===== src/rtl/sstx_pkg.sv =====
// Package: shared types and constants for the serial frame transmitter.
// Assumes: used by all sstx_* modules.
package sstx_pkg;
    // Frame phases of the transmit sequencer.
    typedef enum logic [1:0] {
        ST_IDLE = 2'd0,
        ST_SYNC = 2'd1,
        ST_DATA = 2'd2
    } tx_state_e;

    // The extension field of the sync length carries this binary weight.
    localparam int FS_EXT_SHIFT = 4;
endpackage


===== src/rtl/sstx_seq.sv =====
// Module: frame sequencer. Tracks the frame phase and the sync, bit and
// word counters. Captures configuration when a frame starts and issues
// load and request events for the word buffer.
// Assumes: every state change happens on a clock with tick high; start is
// sampled only on such clocks.
module sstx_seq
    import sstx_pkg::*;
#(
    parameter int LEN_W = 5,
    parameter int CNT_W = 4,
    parameter int FSB_W = 4,
    parameter int FSE_W = 4,
    parameter int FS_CW = 9
) (
    input  logic             clk,
    input  logic             rst_n,
    input  logic             tick,
    input  logic             start,
    input  logic [LEN_W-1:0] cfg_wlen_m1,
    input  logic [CNT_W-1:0] cfg_words_m1,
    input  logic [FSB_W-1:0] cfg_fs_base,
    input  logic [FSE_W-1:0] cfg_fs_ext,
    input  logic             cfg_msb_first,
    input  logic             cfg_sync_en,
    input  logic             cfg_idle_level,
    output tx_state_e        state_q,
    output tx_state_e        nxt_state,
    output logic [FS_CW-1:0] nxt_cnt,
    output logic [LEN_W-1:0] nxt_bit,
    output logic [LEN_W-1:0] nxt_wlen,
    output logic             nxt_msb,
    output logic             nxt_sen,
    output logic             nxt_idle,
    output logic             start_ok,
    output logic             load,
    output logic             req_set,
    output logic             cfg_err
);
    localparam logic [FS_CW-1:0] CNT_ONE = FS_CW'(1);
    localparam logic [LEN_W-1:0] BIT_ONE = LEN_W'(1);
    localparam logic [CNT_W-1:0] WRD_ONE = CNT_W'(1);

    logic [FS_CW-1:0] cnt_q, len_q, nxt_len, fs_len_m1;
    logic [LEN_W-1:0] bit_q, wlen_q;
    logic [CNT_W-1:0] word_q, words_q, nxt_word, nxt_words;
    logic             msb_q, sen_q, idle_q, err_q;
    logic             bad_start, sync_end, bit_end, last_word;

    // Pulse length minus one, from the base and extension fields.
    assign fs_len_m1 = FS_CW'(cfg_fs_base) + (FS_CW'(cfg_fs_ext) << FS_EXT_SHIFT);

    // Event decode for the current clock.
    assign start_ok  = tick && start && (state_q == ST_IDLE) && (cfg_wlen_m1 != '0);
    assign bad_start = tick && start && (state_q == ST_IDLE) && (cfg_wlen_m1 == '0);
    assign sync_end  = tick && (state_q == ST_SYNC) && (cnt_q == len_q);
    assign bit_end   = tick && (state_q == ST_DATA) && (bit_q == wlen_q);
    assign last_word = (word_q == words_q);
    assign load      = sync_end || (bit_end && !last_word);

    // A request is raised on the tick that begins the last bit before a load.
    assign req_set = (start_ok && (fs_len_m1 == '0))
                  || (tick && (state_q == ST_SYNC) && (cnt_q + CNT_ONE == len_q))
                  || (tick && (state_q == ST_DATA) && !last_word && (bit_q + BIT_ONE == wlen_q));

    // Next-state and next-counter computation.
    always_comb begin
        nxt_state = state_q;
        nxt_cnt   = cnt_q;
        nxt_bit   = bit_q;
        nxt_word  = word_q;
        nxt_len   = len_q;
        nxt_wlen  = wlen_q;
        nxt_words = words_q;
        nxt_msb   = msb_q;
        nxt_sen   = sen_q;
        nxt_idle  = idle_q;
        if (start_ok) begin
            nxt_state = ST_SYNC;
            nxt_cnt   = '0;
            nxt_len   = fs_len_m1;
            nxt_wlen  = cfg_wlen_m1;
            nxt_words = cfg_words_m1;
            nxt_msb   = cfg_msb_first;
            nxt_sen   = cfg_sync_en;
            nxt_idle  = cfg_idle_level;
        end else if (sync_end) begin
            nxt_state = ST_DATA;
            nxt_bit   = '0;
            nxt_word  = '0;
        end else if (bit_end) begin
            if (last_word) begin
                nxt_state = ST_IDLE;
            end else begin
                nxt_bit  = '0;
                nxt_word = word_q + WRD_ONE;
            end
        end else if (tick && (state_q == ST_SYNC)) begin
            nxt_cnt = cnt_q + CNT_ONE;
        end else if (tick && (state_q == ST_DATA)) begin
            nxt_bit = bit_q + BIT_ONE;
        end
    end

    // Sequencer registers.
    always_ff @(posedge clk) begin
        if (!rst_n) begin
            state_q <= ST_IDLE;
            cnt_q   <= '0;
            bit_q   <= '0;
            word_q  <= '0;
            len_q   <= '0;
            wlen_q  <= '0;
            words_q <= '0;
            msb_q   <= 1'b0;
            sen_q   <= 1'b0;
            idle_q  <= 1'b0;
            err_q   <= 1'b0;
        end else begin
            state_q <= nxt_state;
            cnt_q   <= nxt_cnt;
            bit_q   <= nxt_bit;
            word_q  <= nxt_word;
            len_q   <= nxt_len;
            wlen_q  <= nxt_wlen;
            words_q <= nxt_words;
            msb_q   <= nxt_msb;
            sen_q   <= nxt_sen;
            idle_q  <= nxt_idle;
            err_q   <= bad_start;
        end
    end

    assign cfg_err = err_q;

    a_r4_sync_count_bound: assert property (@(posedge clk) disable iff (!rst_n)
        (state_q == ST_SYNC) |-> (cnt_q <= len_q));
    a_r6_bit_count_bound: assert property (@(posedge clk) disable iff (!rst_n)
        (state_q == ST_DATA) |-> ((bit_q <= wlen_q) && (wlen_q != '0)));
    a_r7_word_count_bound: assert property (@(posedge clk) disable iff (!rst_n)
        (state_q == ST_DATA) |-> (word_q <= words_q));
    a_r3_sync_before_data: assert property (@(posedge clk) disable iff (!rst_n)
        (state_q == ST_IDLE) |=> (state_q != ST_DATA));
    a_r12_cfg_held: assert property (@(posedge clk) disable iff (!rst_n)
        ((state_q != ST_IDLE) && ($past(state_q) != ST_IDLE))
            |-> ($stable(wlen_q) && $stable(words_q) && $stable(len_q) && $stable(msb_q)));
endmodule


===== src/rtl/sstx_word_buf.sv =====
// Module: word holding register with the request/valid handshake.
// Takes a new word on each load event when one is offered. Otherwise it
// keeps the old word and reports an underrun.
// Assumes: load and req_set never occur on the same clock.
module sstx_word_buf #(
    parameter int WORD_W = 32
) (
    input  logic              clk,
    input  logic              rst_n,
    input  logic              load,
    input  logic              req_set,
    input  logic              word_valid,
    input  logic [WORD_W-1:0] word_data,
    output logic [WORD_W-1:0] nxt_word,
    output logic              word_req,
    output logic              underrun
);
    logic [WORD_W-1:0] hold_q;
    logic              req_q, under_q;

    // Word that is current after this clock.
    assign nxt_word = (load && word_valid) ? word_data : hold_q;

    // Holding register, request flag and underrun pulse.
    always_ff @(posedge clk) begin
        if (!rst_n) begin
            hold_q  <= '0;
            req_q   <= 1'b0;
            under_q <= 1'b0;
        end else begin
            hold_q  <= nxt_word;
            under_q <= load && !word_valid;
            if (req_set) begin
                req_q <= 1'b1;
            end else if (load) begin
                req_q <= 1'b0;
            end
        end
    end

    assign word_req = req_q;
    assign underrun = under_q;

    a_r8_request_precedes_load: assert property (@(posedge clk) disable iff (!rst_n)
        load |-> req_q);
    a_r9_underrun_follows_request: assert property (@(posedge clk) disable iff (!rst_n)
        under_q |-> $past(req_q));
endmodule


===== src/rtl/sstx_bit_sel.sv =====
// Module: output bit selection and output registers. From the sequencer's
// next state it picks the idle level, a sync bit or a data bit, and
// registers the data and frame sync lines.
// Assumes: WORD_W is at least 2**LEN_W; the sync word goes out LSB first.
module sstx_bit_sel
    import sstx_pkg::*;
#(
    parameter int WORD_W = 32,
    parameter int LEN_W  = 5,
    parameter int FS_CW  = 9,
    parameter int SYNC_W = 16
) (
    input  logic              clk,
    input  logic              rst_n,
    input  logic              start_ok,
    input  logic [SYNC_W-1:0] sync_word,
    input  tx_state_e         nxt_state,
    input  logic [FS_CW-1:0]  nxt_cnt,
    input  logic [LEN_W-1:0]  nxt_bit,
    input  logic [LEN_W-1:0]  nxt_wlen,
    input  logic              nxt_msb,
    input  logic              nxt_sen,
    input  logic              nxt_idle,
    input  logic              cfg_idle_level,
    input  logic [WORD_W-1:0] nxt_word,
    output logic              tx_data,
    output logic              tx_fs
);
    localparam int SIDX_W = (SYNC_W > 1) ? $clog2(SYNC_W) : 1;

    logic [SYNC_W-1:0] sync_q, nxt_sync;
    logic [LEN_W-1:0]  widx;
    logic              in_range, sync_bit, data_bit, sel_bit;
    logic              data_q, fs_q;

    assign nxt_sync = start_ok ? sync_word : sync_q;

    // A sync word that covers the longest pulse needs no range test.
    if (SYNC_W >= (1 << FS_CW)) begin : g_sync_full
        assign in_range = 1'b1;
    end else begin : g_sync_lim
        assign in_range = (nxt_cnt < FS_CW'(SYNC_W));
    end

    assign sync_bit = in_range ? nxt_sync[nxt_cnt[SIDX_W-1:0]] : nxt_idle;
    assign widx     = nxt_msb ? (nxt_wlen - nxt_bit) : nxt_bit;
    assign data_bit = nxt_word[widx];

    // Line level for the coming clock, chosen by phase.
    always_comb begin
        case (nxt_state)
            ST_SYNC: sel_bit = nxt_sen ? sync_bit : nxt_idle;
            ST_DATA: sel_bit = data_bit;
            default: sel_bit = cfg_idle_level;
        endcase
    end

    // Output registers and the sync word capture.
    always_ff @(posedge clk) begin
        if (!rst_n) begin
            sync_q <= '0;
            data_q <= 1'b0;
            fs_q   <= 1'b0;
        end else begin
            sync_q <= nxt_sync;
            data_q <= sel_bit;
            fs_q   <= (nxt_state == ST_SYNC);
        end
    end

    assign tx_data = data_q;
    assign tx_fs   = fs_q;
endmodule


===== src/rtl/sstx_top.sv =====
// Module: top of the synchronous serial frame transmitter. Connects the
// sequencer, the word buffer and the output bit selection.
// Assumes: tick is synchronous to clk; configuration is stable on the clock
// where a start is accepted.
module sstx_top #(
    parameter int WORD_W = 32,
    parameter int LEN_W  = 5,
    parameter int CNT_W  = 4,
    parameter int FSB_W  = 4,
    parameter int FSE_W  = 4,
    parameter int SYNC_W = 16
) (
    input  logic              clk,
    input  logic              rst_n,
    input  logic              tick,
    input  logic              start,
    input  logic [LEN_W-1:0]  cfg_wlen_m1,
    input  logic [CNT_W-1:0]  cfg_words_m1,
    input  logic [FSB_W-1:0]  cfg_fs_base,
    input  logic [FSE_W-1:0]  cfg_fs_ext,
    input  logic              cfg_msb_first,
    input  logic              cfg_sync_en,
    input  logic              cfg_idle_level,
    input  logic [SYNC_W-1:0] sync_word,
    input  logic [WORD_W-1:0] word_data,
    input  logic              word_valid,
    output logic              word_req,
    output logic              underrun,
    output logic              cfg_err,
    output logic              busy,
    output logic              tx_data,
    output logic              tx_fs
);
    import sstx_pkg::*;

    localparam int EXT_TOP = FSE_W + FS_EXT_SHIFT;
    localparam int FS_CW   = ((FSB_W > EXT_TOP) ? FSB_W : EXT_TOP) + 1;

    tx_state_e         state_q, nxt_state;
    logic [FS_CW-1:0]  nxt_cnt;
    logic [LEN_W-1:0]  nxt_bit, nxt_wlen;
    logic              nxt_msb, nxt_sen, nxt_idle;
    logic              start_ok, load, req_set;
    logic [WORD_W-1:0] nxt_word;

    sstx_seq #(
        .LEN_W(LEN_W), .CNT_W(CNT_W), .FSB_W(FSB_W), .FSE_W(FSE_W), .FS_CW(FS_CW)
    ) u_seq (
        .clk(clk), .rst_n(rst_n), .tick(tick), .start(start),
        .cfg_wlen_m1(cfg_wlen_m1), .cfg_words_m1(cfg_words_m1),
        .cfg_fs_base(cfg_fs_base), .cfg_fs_ext(cfg_fs_ext),
        .cfg_msb_first(cfg_msb_first), .cfg_sync_en(cfg_sync_en),
        .cfg_idle_level(cfg_idle_level),
        .state_q(state_q), .nxt_state(nxt_state), .nxt_cnt(nxt_cnt),
        .nxt_bit(nxt_bit), .nxt_wlen(nxt_wlen), .nxt_msb(nxt_msb),
        .nxt_sen(nxt_sen), .nxt_idle(nxt_idle), .start_ok(start_ok),
        .load(load), .req_set(req_set), .cfg_err(cfg_err)
    );

    sstx_word_buf #(.WORD_W(WORD_W)) u_wbuf (
        .clk(clk), .rst_n(rst_n), .load(load), .req_set(req_set),
        .word_valid(word_valid), .word_data(word_data),
        .nxt_word(nxt_word), .word_req(word_req), .underrun(underrun)
    );

    sstx_bit_sel #(
        .WORD_W(WORD_W), .LEN_W(LEN_W), .FS_CW(FS_CW), .SYNC_W(SYNC_W)
    ) u_bsel (
        .clk(clk), .rst_n(rst_n), .start_ok(start_ok), .sync_word(sync_word),
        .nxt_state(nxt_state), .nxt_cnt(nxt_cnt), .nxt_bit(nxt_bit),
        .nxt_wlen(nxt_wlen), .nxt_msb(nxt_msb), .nxt_sen(nxt_sen),
        .nxt_idle(nxt_idle), .cfg_idle_level(cfg_idle_level),
        .nxt_word(nxt_word), .tx_data(tx_data), .tx_fs(tx_fs)
    );

    assign busy = (state_q != ST_IDLE);

    a_r4_sync_inside_frame: assert property (@(posedge clk) disable iff (!rst_n)
        tx_fs |-> busy);
    a_r10_error_no_frame: assert property (@(posedge clk) disable iff (!rst_n)
        cfg_err |-> (!busy && !tx_fs));
    a_r9_underrun_only_in_data: assert property (@(posedge clk) disable iff (!rst_n)
        underrun |-> (busy && !tx_fs));
endmodule


===== config.mk =====
export PLATFORM = sky130hd
export DESIGN_NAME = sstx_top
export DESIGN_NICKNAME = d
export VERILOG_FILES = /design/src/rtl/sstx_pkg.sv /design/src/rtl/sstx_seq.sv /design/src/rtl/sstx_word_buf.sv /design/src/rtl/sstx_bit_sel.sv /design/src/rtl/sstx_top.sv
export SDC_FILE = /design/constraint.sdc
export NUM_CORES = 1
export LEC_CHECK = 0
export BUFFER_PORTS_ARGS = -buffer_cell sky130_fd_sc_hd__buf_4
export CORE_ASPECT_RATIO = 2
export CORE_MARGIN = 2
export CORE_UTILIZATION = 57
export CTS_BUF_LIST = sky130_fd_sc_hd__clkbuf_16
export CTS_CLUSTER_SIZE = 40
export DETAILED_ROUTE_END_ITERATION = 8
export PLACE_DENSITY = 0.78
export SYNTH_ARGS = -nofsm -noshare
export SYNTH_HDL_FRONTEND = slang
export SYNTH_SLANG_ARGS = --single-unit

===== constraint.sdc =====
create_clock -name clk -period 4.9 [get_ports clk]
set_clock_uncertainty 0.2 [all_clocks]
set_input_delay 0.245 -clock clk [delete_from_list [all_inputs] [get_ports clk]]
set_output_delay 0.245 -clock clk [all_outputs]
set_load 0.005 [all_outputs]

### After elaboration in Yosys (flattened, before gate mapping)

Cells that the tools add are included.

* add/sub/neg operators: 5
* eq/ne operators: 10
* bitwise operators: 1
* order comparisons: 3
* div/mod/pow operators: 0
* multiply operators: 0
* shift operators: 0
* muxes and demuxes: 33
* reductions and logical operators: 28

Operators with widths (count)
* $mux W5: 8
* $mux W9: 4
* $mux W32: 1
* $eq A9 B9 Y1: 2
* $mux W16: 1
* $logic_and A1 B1 Y1: 15
* $mux W4: 3
* $eq A5 B5 Y1: 2
* $add A4 B8 Y9: 1
* $add A9 B1 Y9 const B: 1
* $logic_not A9 Y1: 1
* $lt A9 B5 Y1 const B: 1
* $mux W1: 9
* $mux W2: 4
* $lt A5 B6 Y1 const B: 1
* $reduce_bool A2 Y1: 3
* $add A5 B1 Y5 const B: 1
* $bmux W1 S5: 1
* $logic_not A5 Y1: 1
* $lt A4 B5 Y1 const B: 1
* $reduce_bool A5 Y1: 1
* $sub A5 B5 Y5: 1
* $add A4 B1 Y4 const B: 1
* $bmux W1 S4: 1
* other kinds (10): 15

* output and inout bits: 6
* memories kept: 0
* ROM bits: 0
* logic and storage cells: 97
* bits in writable memories: 0
* register bits: 94
* bits of input ports: 73
* bits in latches: 0

### Depth between registers and ports, before layout

* word-level depth: 12
* gate-level depth with buffers: 20
* depth with buffers taken out: 19

### Hierarchy

From an unflattened synthesis, not the netlist that was laid out.

* cells, all modules: 634
* area, all modules: 5820.6 sq um

Modules (own cells, without submodules)
* sstx_seq: area an instance 2384.8 sq um, times used 1, cells an instance 292, seq. area each 820.8 sq um
* sstx_word_buf: area an instance 1845.5 sq um, times used 1, cells an instance 188, seq. area each 680.7 sq um
* sstx_bit_sel: area an instance 1584.0 sq um, times used 1, cells an instance 153, seq. area each 360.3 sq um
* sstx_top: area an instance 6.3 sq um, times used 1, cells an instance 1, seq. area each 0.0 sq um

### Least setup slack after synthesis

Ideal clock, no wire load.

* path type: input port to flip-flop
* start point: input cfg_wlen_m1[1]
* end point: register u_bsel.data_q, in the netlist u_bsel.tx_data
* library setup time: 122 ps
* stages: 16
* arrival time: 3843 ps
* buffers on the path: 1
* required time: 4578 ps
* setup slack: 735 ps
* cells stage by stage: or4_1 -> o21ai_1 -> clkbuf_1 -> mux2i_1 -> ha_1 -> inv_1 -> fa_1 -> a21o_1 -> a21oi_1 -> xor2_1 -> and3_1 -> a31oi_1 -> xor2_1 -> o2111ai_1 -> o211ai_1 -> o21ai_1

* cells in the longest elaborated chain, start to end: 8
* elaborated cells between the ends (all ways): 22
* classes of those cells: add/sub: 1; order compare: 1; eq/ne: 2; mux: 16; reduce/logical: 2

RTL lines
* start: declaration: line sstx_top.sv:17 `input logic [LEN_W-1:0] cfg_wlen_m1,`
* $reduce_bool A5 Y1: line sstx_seq.sv:53 `assign start_ok = tick && start && (state_q == ST_IDLE) && (cfg_wlen_m1 != '0);`
* $logic_and A1 B1 Y1: line sstx_seq.sv:53
* $mux W5, or another cell as far along: line sstx_seq.sv:77 `if (start_ok) begin`
* $sub A5 B5 Y5 or $bmux W1 S4 (tied branches): line sstx_bit_sel.sv:46, sstx_bit_sel.sv:45
* $mux W5 or $mux W1 (tied branches): line sstx_bit_sel.sv:46, sstx_bit_sel.sv:45
* $bmux W1 S5 or $mux W1 (tied branches): line sstx_bit_sel.sv:47, sstx_bit_sel.sv:45
* $mux W1, on equally long branches: line sstx_bit_sel.sv:47, sstx_bit_sel.sv:52
* $pmux W1 S2 *: line sstx_bit_sel.sv:51 `case (nxt_state)`
* end signal: assignment: line sstx_bit_sel.sv:66 `data_q <= sel_bit;`
* end: declaration: line sstx_bit_sel.sv:34 `logic data_q, fs_q;`

Mark *: on every way between the ends. The rest lies on a longest branch, timed or not. The select of a mux whose other input is x is not followed.
A chain may end at the register's enable or synchronous reset.

### Final worst setup path

* start point: register u_seq.bit_q[2]
* end point: register u_bsel.data_q, in the netlist u_bsel.tx_data

* elaborated cells between the ends (all ways): 31
* classes of those cells: add/sub: 2; order compare: 1; eq/ne: 3; mux: 21; reduce/logical: 4

RTL lines
* start: declaration: line sstx_seq.sv:44 `logic [LEN_W-1:0] bit_q, wlen_q;`
* start signal: assignment: line sstx_seq.sv:121 `bit_q <= nxt_bit;`
* $eq A5 B5 Y1 *: line sstx_seq.sv:56 `assign bit_end = tick && (state_q == ST_DATA) && (bit_q == wlen_q);`
* $logic_and A1 B1 Y1 *: line sstx_seq.sv:56
* $mux W5 *: line sstx_seq.sv:90 `end else if (bit_end) begin`
* $mux W5 *: line sstx_seq.sv:86 `end else if (sync_end) begin`
* $mux W5 *: line sstx_seq.sv:77
* named net nxt_bit[0]: line sstx_top.sv:41 `logic [LEN_W-1:0] nxt_bit, nxt_wlen;`
* $sub A5 B5 Y5: line sstx_bit_sel.sv:46 `assign widx = nxt_msb ? (nxt_wlen - nxt_bit) : nxt_bit;`
* $mux W5 *: line sstx_bit_sel.sv:46
* $bmux W1 S5 *: line sstx_bit_sel.sv:47 `assign data_bit = nxt_word[widx];`
* $mux W1 (implied by the code) *: line sstx_bit_sel.sv:47
* $pmux W1 S2 *: line sstx_bit_sel.sv:51

The timed path passes the listed nets; every way through them passes the cells marked *. The select of a mux whose other input is x is not followed.

==> reports/results.tsv <==
metric	value	unit
crit path DAT	4.39	ns
Area Overhead vs Synth	30.8	%
share of layout cells above drive strength 1	16.2	%
LEAKAGE	2.73	nW
predominant post-synthesis flop cell	dfxtp_1	
antenna cell count	0	
first-pass detailed-route iteration total	5	
Least-Margin Pin Slew	0.661	ns
final slew viol count	0	
crit path launch type	flop	
maximum clock rate	0.229	GHz
Synth async-reset ratio	0	%
syn nets	673	
Comb pwr share	16.6	%
post-route clock period utilization	89.1	%
gpl congestion	0.976	
total CTS buffers	9	
initial antenna violation count	0	
final wirelength	14100	µm
clk root buf	clkbuf_16	
RSZ-0062 raised after global routing	false	
clk slew on worst S/H paths	0.06	ns
ANT nets after route	0	
TritonCTS clock tree	done	
Final Hold Fails	0	
worst skew pair latency	0.35	ns
die height	135	µm
Nets	794	
sequential power share	44.3	%
Sink Count	93	
max incr delay on CP	0.61	ns
post-CTS setup repair buffer count	0	
die area	9410	µm²
power share of the clock group	39.1	%
largest net degree at the start of global routing	46	
critical-path maximum fanout	7	
CP Class	flop to flop	
Worst R2R End	u_bsel.tx_data$_SDFF_PN0_	
die width	69.6	µm
Int Pwr	1.32	mW
Total Routing Usage GR	30.3	%
Residual DRC	0	
count leader, synth	nand2_1	
Setup Slack @ Placement	0.496	ns
sw frac	26.2	%
Vias/cell	5.90	
Period minus WS final	4.37	ns
PwrDens	279	nW/µm²
Clock Tree Buf Depth	2	
post-synth top area cell	dfxtp_1	
gr ovfl total	0	
Ys Warns	0	
Final setup viols	0	
Min-Delay Path Class	input port to flop	
Sum Neg Setup Slack	0	ns
vias in the first global route	4910	
Final Non-Filler Cells	814	
Placed Area	5570	µm²
design area	6420	µm²
max_slew headroom	54.7	%
CP dominant cell by count	xor2_1	
max-capacitance violation count	0	
Avg WL per Cell	17.3	µm
first-pass GRT wire length	22500	µm
Placed Cells	743	
RR Startpoint	u_seq.bit_q[2]$_SDFF_PN0_	
CP max-delay cell	or4_1	
Net Switching	0.469	mW
total number of vias	4801	
Synth Cell Area	4910	µm²
DP Wirelength	9600	µm
crit path capture type	flop	
share of the synthesized area in the top cell type	37.9	%
Starting Density	59.2	%
row count	47	
io pins	79	
R2R depth	18	
Avg Inst Size Synth	8.32	µm²
post-synthesis cell count	590	
# H-tree levels	3	
status	finished, final reports clean	
hold slack	0.00271	ns
Crit. Startpoint	u_seq.bit_q[2]$_SDFF_PN0_	
Initial DRC Count	286	
CP required	4.93	ns
Netlist cell types	52	
core area	8290	µm²
crit path to	u_bsel.tx_data$_SDFF_PN0_	
Final Util	77.5	%
total power	1.79	mW
top cells by area, synth	dfxtp_1, mux2i_1, nand2_1	
flops & latches, synth	93	
Seq/Total Area, Yosys	37.9	%
Post-synth EDFFs	0	
crit path cell chain	xor2_1 -> or4_1 -> nor4_2 -> a41oi_1 -> nand3_1 -> o21ai_0 -> ha_1 -> inv_1 -> fa_1 -> a21o_1 -> a21oi_1 -> xor2_1 -> and3_1 -> a31oi_1 -> xor2_1 -> o2111ai_1 -> o211ai_1 -> o21ai_1	
Commonest cells post-synth	nand2_1, dfxtp_1, nor2_1, mux2i_1, a21oi_1	
Peak VDD IR	296	µV
Setup WS post-layout	0.535	ns
R2R setup slack	0.53	ns
number of port buffers	78	
[state kept, by name, summed over array words and instances, names as in the netlist, 2 cells and up]
name / flops
u_seq.words_q: 4
u_seq.word_q: 4
u_seq.cnt_q: 9
u_bsel.sync_q: 16
u_seq.state_q: 2
u_seq.wlen_q: 5
u_seq.len_q: 8
u_wbuf.hold_q: 32
u_seq.bit_q: 5
[power groups by stage]
| stage | clock network [mW] | logic (mW) | registers (mW) |
|---|---|---|---|
| after floorplan | 0 | 0.155 | 0.807 |
| after global placement | 0 | 0.248 | 0.810 |
| after detailed placement | 0 | 0.254 | 0.811 |
| after CTS | 0.709 | 0.290 | 0.794 |
| after global routing | 0.736 | 0.321 | 0.796 |
| final | 0.701 | 0.297 | 0.795 |
[worst max-delay path: cells and delay by family (launching register included)]
family / cells / cell delay, ns
AOI/OAI and AO/OA: 8 / 1.17
xor gates and xnor gates: 3 / 0.63
adders and majority gates: 2 / 0.42
buffers and inverters: 1 / 0.08
DFF: 1 / 0.45
and+or+nand+nor: 4 / 1.31
[area by class of cell]
| class | instances | area [µm²] |
|---|---|---|
| multi-input cells | 456 | 2880 |
| fillers | 577 | 1870 |
| flip-flops and latches | 93 | 1860 |
| repair buffers | 144 | 1230 |
| clock buffers | 9 | 225 |
| well taps | 98 | 123 |
| clock inverters | 7 | 72.6 |
| inverters | 7 | 26.3 |
[layout by cell type, fill, tap and decap left out, types with 6 or more instances in the layout]
| master | n |
|---|---|
| nand4_1 | 11 |
| ha_1 | 9 |
| mux2i_1 | 69 |
| nor4_1 | 6 |
| a21oi_1 | 43 |
| xnor2_1 | 13 |
| xor2_1 | 27 |
| dfxtp_1 | 93 |
| nor2_1 | 76 |
| and2_1 | 9 |
| and3_1 | 6 |
| nand3_1 | 12 |
| a31oi_1 | 6 |
| nor2b_1 | 7 |
| inv_1 | 7 |
| nand2_1 | 95 |
| clkbuf_16 | 9 |
| nor3_1 | 11 |
| buf_4 | 88 |
| dlygate4sd3_1 | 55 |
[how the worst min path moves through the flow]
stage,to,start,slack [ns],cells after the start
after floorplan,u_wbuf.underrun$_SDFF_PN0_,word_valid,0.12,1
after global placement,u_wbuf.underrun$_SDFF_PN0_,word_valid,0.24,2
after detailed placement,u_wbuf.underrun$_SDFF_PN0_,word_valid,0.23,2
after CTS,u_wbuf.hold_q[26]$_SDFF_PN0_,word_data[26],0.0004,3
after global routing,u_wbuf.hold_q[10]$_SDFF_PN0_,word_data[10],0.008,3
final,u_wbuf.hold_q[20]$_SDFF_PN0_,word_data[20],0.003,3
[cells by family (layout without fill, tap and decap cells)]
kind of cell / after synthesis / count (layout) / share of synthesized area (%)
DFF: 93 / 93 / 37.9
buffers and inverters: 41 / 167 / 3.59
and+or+nand+nor: 248 / 248 / 22.8
muxes: 72 / 72 / 14.8
AOI/OAI and AO/OA: 86 / 86 / 11.1
xor gates and xnor gates: 40 / 40 / 7.14
adders and majority gates: 10 / 10 / 2.70
[routing by layer]
| metal | part of all wire [%] | vias up | wire length, µm | GRT usage (%) |
|---|---|---|---|---|
| met1 | 35 | 2266 | 4890 | 28.7 |
| met5 | 0 | - | 0 | 0 |
| met2 | 56 | 188 | 7820 | 59.0 |
| li1 | - | 2291 | - | - |
| met3 | 4.5 | 56 | 637 | 4.69 |
| met4 | 5.2 | 0 | 728 | 18.7 |
[repair_timing]
action	in CTS	in global routing
endpoints found under the hold margin	58	0
resized for setup	0	1
hold buffers	55	0
setup endpoints to repair	0	1
Power figures use the tool's default switching activity.
